### src/rtl/lockout_pkg.sv
package lockout_pkg;
  localparam int NUM_REGS   = 4;
  localparam int IDX_PROT9  = 0;
  localparam int IDX_PROT11 = 1;
  localparam int IDX_HOLD11 = 2;
  localparam int IDX_ENV    = 3;

  // Byte offset of each register within the block.
  function automatic int unsigned reg_offset(input int idx);
    case (idx)
      IDX_PROT9:  return 32'h000;
      IDX_PROT11: return 32'h001;
      IDX_HOLD11: return 32'h002;
      default:    return 32'h010;
    endcase
  endfunction

  // Set-only bit: a write can raise it, nothing but reset lowers it.
  function automatic logic set_only_next(input logic cur, input logic wbit, input logic hit);
    return cur | (hit & wbit);
  endfunction

  // Clear-only bit: a write can lower it, nothing but reset raises it.
  function automatic logic clear_only_next(input logic cur, input logic wbit, input logic hit);
    return cur & ~(hit & ~wbit);
  endfunction
endpackage

### src/rtl/lockout_addr_decode.sv
module lockout_addr_decode #(
  parameter int ADDR_W = 12
) (
  input  logic [ADDR_W-1:0]                  addr,
  input  logic                               wr_en,
  input  logic                               rd_en,
  output logic [lockout_pkg::NUM_REGS-1:0]   hit,
  output logic [lockout_pkg::NUM_REGS-1:0]   wr_hit,
  output logic                               rd_any
);
  for (genvar i = 0; i < lockout_pkg::NUM_REGS; i++) begin : g_dec
    localparam logic [ADDR_W-1:0] OFF = ADDR_W'(lockout_pkg::reg_offset(i));
    assign hit[i]    = (addr == OFF);
    assign wr_hit[i] = wr_en & hit[i];
  end
  assign rd_any = rd_en;
endmodule

### src/rtl/lockout_set_only_bits.sv
module lockout_set_only_bits #(
  parameter int WIDTH = 2
) (
  input  logic             clk,
  input  logic             rst_n,
  input  logic             wr_hit,
  input  logic [WIDTH-1:0] wbits,
  output logic [WIDTH-1:0] q
);
  for (genvar b = 0; b < WIDTH; b++) begin : g_bit
    always_ff @(posedge clk) begin
      if (!rst_n) q[b] <= 1'b0;
      else        q[b] <= lockout_pkg::set_only_next(q[b], wbits[b], wr_hit);
    end
  end
endmodule

### src/rtl/lockout_clear_only_bit.sv
module lockout_clear_only_bit (
  input  logic clk,
  input  logic rst_n,
  input  logic wr_hit,
  input  logic wbit,
  output logic q
);
  always_ff @(posedge clk) begin
    if (!rst_n) q <= 1'b1;
    else        q <= lockout_pkg::clear_only_next(q, wbit, wr_hit);
  end
endmodule

### src/rtl/lockout_retained_word.sv
module lockout_retained_word #(
  parameter int WIDTH = 32
) (
  input  logic             clk,
  input  logic             cold_rst_n,
  input  logic             wr_hit,
  input  logic [WIDTH-1:0] wdata,
  output logic [WIDTH-1:0] q
);
  always_ff @(posedge clk) begin
    if (!cold_rst_n)  q <= '0;
    else if (wr_hit)  q <= wdata;
  end
endmodule

### src/rtl/lockout_regs.sv
module lockout_regs #(
  parameter int ADDR_W   = 12,
  parameter int DATA_W   = 32,
  parameter int PROT9_W  = 2,
  parameter int PROT11_W = 1
) (
  input  logic              clk,
  input  logic              cold_rst_n,
  input  logic              warm_rst_n,
  input  logic              wr_en,
  input  logic              rd_en,
  input  logic [ADDR_W-1:0] addr,
  input  logic [DATA_W-1:0] wdata,
  output logic [DATA_W-1:0] rdata,
  output logic              hide_rom9,
  output logic              hide_otp,
  output logic              hide_rom11,
  output logic              core11_rst_n
);
  import lockout_pkg::*;

  localparam int PAD9  = DATA_W - PROT9_W;
  localparam int PAD11 = DATA_W - PROT11_W;
  localparam int PADH  = DATA_W - 1;

  logic                hard_rst_n;
  logic [NUM_REGS-1:0] hit;
  logic [NUM_REGS-1:0] wr_hit;
  logic                rd_any;
  logic                addr_mapped;
  logic                env_wr;
  logic [PROT9_W-1:0]  prot9_q;
  logic [PROT11_W-1:0] prot11_q;
  logic                hold11_q;
  logic [DATA_W-1:0]   env_q;
  logic [DATA_W-1:0]   view [NUM_REGS];
  logic [DATA_W-1:0]   rd_value;

  // Protection and hold bits treat either reset as a hard reset.
  assign hard_rst_n = cold_rst_n & warm_rst_n;

  lockout_addr_decode #(.ADDR_W(ADDR_W)) u_dec (
    .addr(addr), .wr_en(wr_en), .rd_en(rd_en),
    .hit(hit), .wr_hit(wr_hit), .rd_any(rd_any)
  );

  assign addr_mapped = |hit;
  assign env_wr      = wr_hit[IDX_ENV];

  lockout_set_only_bits #(.WIDTH(PROT9_W)) u_prot9 (
    .clk(clk), .rst_n(hard_rst_n), .wr_hit(wr_hit[IDX_PROT9]),
    .wbits(wdata[PROT9_W-1:0]), .q(prot9_q)
  );

  lockout_set_only_bits #(.WIDTH(PROT11_W)) u_prot11 (
    .clk(clk), .rst_n(hard_rst_n), .wr_hit(wr_hit[IDX_PROT11]),
    .wbits(wdata[PROT11_W-1:0]), .q(prot11_q)
  );

  lockout_clear_only_bit u_hold11 (
    .clk(clk), .rst_n(hard_rst_n), .wr_hit(wr_hit[IDX_HOLD11]),
    .wbit(wdata[0]), .q(hold11_q)
  );

  lockout_retained_word #(.WIDTH(DATA_W)) u_env (
    .clk(clk), .cold_rst_n(cold_rst_n), .wr_hit(env_wr),
    .wdata(wdata), .q(env_q)
  );

  assign view[IDX_PROT9]  = {{PAD9{1'b0}},  prot9_q};
  assign view[IDX_PROT11] = {{PAD11{1'b0}}, prot11_q};
  assign view[IDX_HOLD11] = {{PADH{1'b0}},  hold11_q};
  assign view[IDX_ENV]    = env_q;

  always_comb begin
    rd_value = '0;
    for (int i = 0; i < NUM_REGS; i++) begin
      if (hit[i]) rd_value = rd_value | view[i];
    end
  end

  always_ff @(posedge clk) begin
    if (!hard_rst_n)  rdata <= '0;
    else if (rd_any)  rdata <= rd_value;
  end

  assign hide_rom9    = prot9_q[0];
  assign hide_otp     = prot9_q[1];
  assign hide_rom11   = prot11_q[0];
  assign core11_rst_n = ~hold11_q;
endmodule

### config.mk
export PLATFORM = sky130hd
export DESIGN_NAME = lockout_regs
export DESIGN_NICKNAME = d
export VERILOG_FILES = /design/src/rtl/lockout_pkg.sv /design/src/rtl/lockout_addr_decode.sv /design/src/rtl/lockout_set_only_bits.sv /design/src/rtl/lockout_clear_only_bit.sv /design/src/rtl/lockout_retained_word.sv /design/src/rtl/lockout_regs.sv
export SDC_FILE = /design/constraint.sdc
export NUM_CORES = 1
export LEC_CHECK = 0
export ABC_AREA = 1
export CAP_MARGIN = 30
export CORE_MARGIN = 2
export CORE_UTILIZATION = 45
export CTS_CLUSTER_SIZE = 20
export DETAILED_ROUTE_END_ITERATION = 16
export DONT_BUFFER_PORTS = 1
export HOLD_SLACK_MARGIN = 0.03
export PLACE_DENSITY_LB_ADDON = 0.08
export SYNTH_ARGS = -nofsm -noshare
export SYNTH_HDL_FRONTEND = slang
export SYNTH_SLANG_ARGS = --single-unit
### constraint.sdc
create_clock -name clk -period 1.2 [get_ports clk]
set_input_delay 0.18 -clock clk [delete_from_list [all_inputs] [get_ports clk]]
set_output_delay 0.18 -clock clk [all_outputs]
set_load 0.1 [all_outputs]
==> results_dict.tcl <==
set metrics [dict create \
    portBuffers 0 \
    cts_tree "built" \
    grtUsageTotal 0.2101 \
    r2r_slack_ns 0.45 \
    start_util 0.4578 \
    postCtsResizedCells 0 \
    via_count 2432 \
    grt_pass1_wl_um 10560 \
    synth_edf_count 0 \
    drc 0 \
    p_leak_nw 1.521 \
    seq_area_um2 1404 \
    dp_hpwl_um 3917 \
    peakVddDrop_mv 0.6520 \
    wl_met1_um 3064 \
    syn-num-nets 384 \
    violations "hold timing" \
    clock_latency_ns 0.33 \
    area_growth_syn_to_layout_pct 36.51 \
    ys_ff_latch 68 \
    hp-start "cold_rst_n" \
    grt_max_degree 36 \
    ys_seq_area_frac 0.5113 \
    clockBufferDepth 2 \
    reg2reg_to "rdata[1]" \
    finalSetupViolations 0 \
    synth_common_cells "dfxtp_1, nor2_1, nand2_1" \
    synth_top_area_frac 0.5113 \
    die_y_um 80.92 \
    crit_arrival_ns 0.96 \
    synth_area_leaders "dfxtp_1, nor2_1, o21ai_0" \
    worst_pin_slew_ns 0.4610 \
    fin_total_pwr_mw 4.634 \
    highest_layer "met4" \
    hold_ws_ns -0.001820 \
    max_freq_ghz 0.8809 \
    whs_endpoint "u_env.q[11]" \
    r2r-start "u_prot9.q[1]" \
    num_rows 28 \
    crit_chain "buf_4" \
    rr_worst_depth 4 \
    post-route-period-util 0.9460 \
    min_path_cells 2 \
    io_pins 85 \
    crit_type "reg2out" \
    cts_root_buf "clkbuf_8" \
    worst_setup_path_start_kind "flip-flop" \
    grt-ovfl-total 0 \
    cts.clk_slew.worst_paths_ns 0.07 \
    crit_path_top_delay_cell "dfxtp_2" \
    final_hold_viol_count 1 \
    p_per_area_nw_per_um2 1275 \
    synthArstFlopShare 0 \
    ys_types 21 \
    multi_input_area_um2 1117 \
    numCtsBuffers 9 \
    synth_ff_type "dfxtp_1" \
    drtAntennaViolNets 0 \
    hold_class "in2reg" \
    status "finished, violations left" \
    die_area_um2 6548 \
    wl_um 6627 \
    drt_iter0_drc 111 \
    path_delay_family "flip-flops" \
    dr.pass1.iters 4 \
    rsz0062_at_grt "false" \
    grt_pass1_vias 2178 \
    wl_met3_um 366 \
    antenna_found_initial 0 \
    vias_per_cell 4.994 \
    layout.core_utilization 0.6250 \
    met2_length_um 3135 \
    cp_max_fo 3 \
    post-synth-top-count-cell "dfxtp_1" \
    syn_avg_cell_area_um2 7.948 \
    nFillCells 551 \
    synth.largest_area_cell "dfxtp_1" \
    drive_above_1_share 0.3131 \
    dieWidth_um 80.92 \
    slew_headroom 0.6927 \
    postCtsSetupBuffers 0 \
    cts.sink_count 68 \
    required_ns 1.02 \
    skew_ns 0.004786 \
    ctsHoldBuffers 21 \
    path_depth 1 \
    syn_inst 335 \
    maxCapViolations 0 \
    path_buf_inv 1 \
    finalMaxSlewViolations 0 \
    core_area_um2 5816 \
    n_antenna_cell 0 \
    gp_congestion 0.7923 \
    critPathMaxStageDelay_ns 0.34 \
    finalCriticalPeriod_ns 1.135 \
    drt-wirelength-per-cell_um 13.61 \
    netlist_area_um2 2663 \
    end_kind "output pin" \
    ys_warn_count 0 \
    fin_nets 457 \
    cts_max_level 3 \
]
-- power breakdown --
| part | total, mW | internal [mW] | switching [mW] |
|---|---|---|---|
| combinational | 0.525 | 0.170 | 0.356 |
| sequential | 2.31 | 2.29 | 0.0167 |
| clock | 1.80 | 1.01 | 0.793 |
| total | 4.63 | 3.47 | 1.17 |
-- cells in the final DEF (no fill, tap or decap), drive strengths merged --
cell	synthesis	final
nand3	8	8
nand2	43	43
inv	12	12
bufinv	0	1
o21ai	64	64
nor2	82	82
dfxtp	68	68
clkinv	0	1
buf	10	51
clkbuf	12	13
dlygate4sd3	0	33
or2	2	2
nand4	1	1
a21oi	33	33
-- worst max-delay path by stage --
stage                  from     endpoint
3_5_place_dp        addr[7]  u_env.q[22]
3_3_place_gp        addr[7]   u_env.q[0]
4_1_cts        u_prot9.q[1]     hide_otp
5_1_grt        u_prot9.q[0]    hide_rom9
6_report         u_prot11.q   hide_rom11
2_1_floorplan      rdata[0]     rdata[0]
-- final cells by class --
class / count / area share
clock buffer: 13 / 0.04096
clock inverter: 2 / 0.009639
inverter: 12 / 0.01308
multi-input combinational: 233 / 0.3074
sequential: 68 / 0.3862
tap: 75 / 0.02582
timing repair buffer: 84 / 0.2169
-- stage by stage --
| step | setup slack (ns) | hold WS [ns] | instance area, um^2 | setup TNS, ns | cells |
|---|---|---|---|---|---|
| floorplan | -0.05467 | 0.3082 | 2708 | -0.05467 | 335 |
| global placement | -0.04158 | 0.2728 | 3080 | -0.7132 | 437 |
| detailed placement | -0.07713 | 0.2747 | 3080 | -1.524 | 437 |
| CTS | 0.05151 | -0.02496 | 3485 | 0 | 473 |
| global route | 0.01927 | 0.03173 | 3635 | 0 | 487 |
| finish | 0.06478 | -0.001820 | 3635 | 0 | 487 |
-- routing by layer --
metal	track usage	up-vias
li1	-	1233
met1	0.2772	1126
met3	0.05556	5
met4	0.07288	0
met5	0	-
met2	0.3331	68
-- sequential cells by signal, indices dropped and copies added (netlist names) --
register	count
u_prot9.q	2
rdata	32
u_hold11.q	1
u_prot11.q	1
u_env.q	32
-- cells by family (layout without fill, tap and decap cells) --
group | after synthesis | count (layout) | share of synthesized area
AOI/OAI and AO/OA | 97 | 97 | 0.1823
buffers and inverters | 34 | 111 | 0.07002
DFF | 68 | 68 | 0.5113
and+or+nand+nor | 136 | 136 | 0.2364
Note: power is estimated with default switching activity, not from simulation.
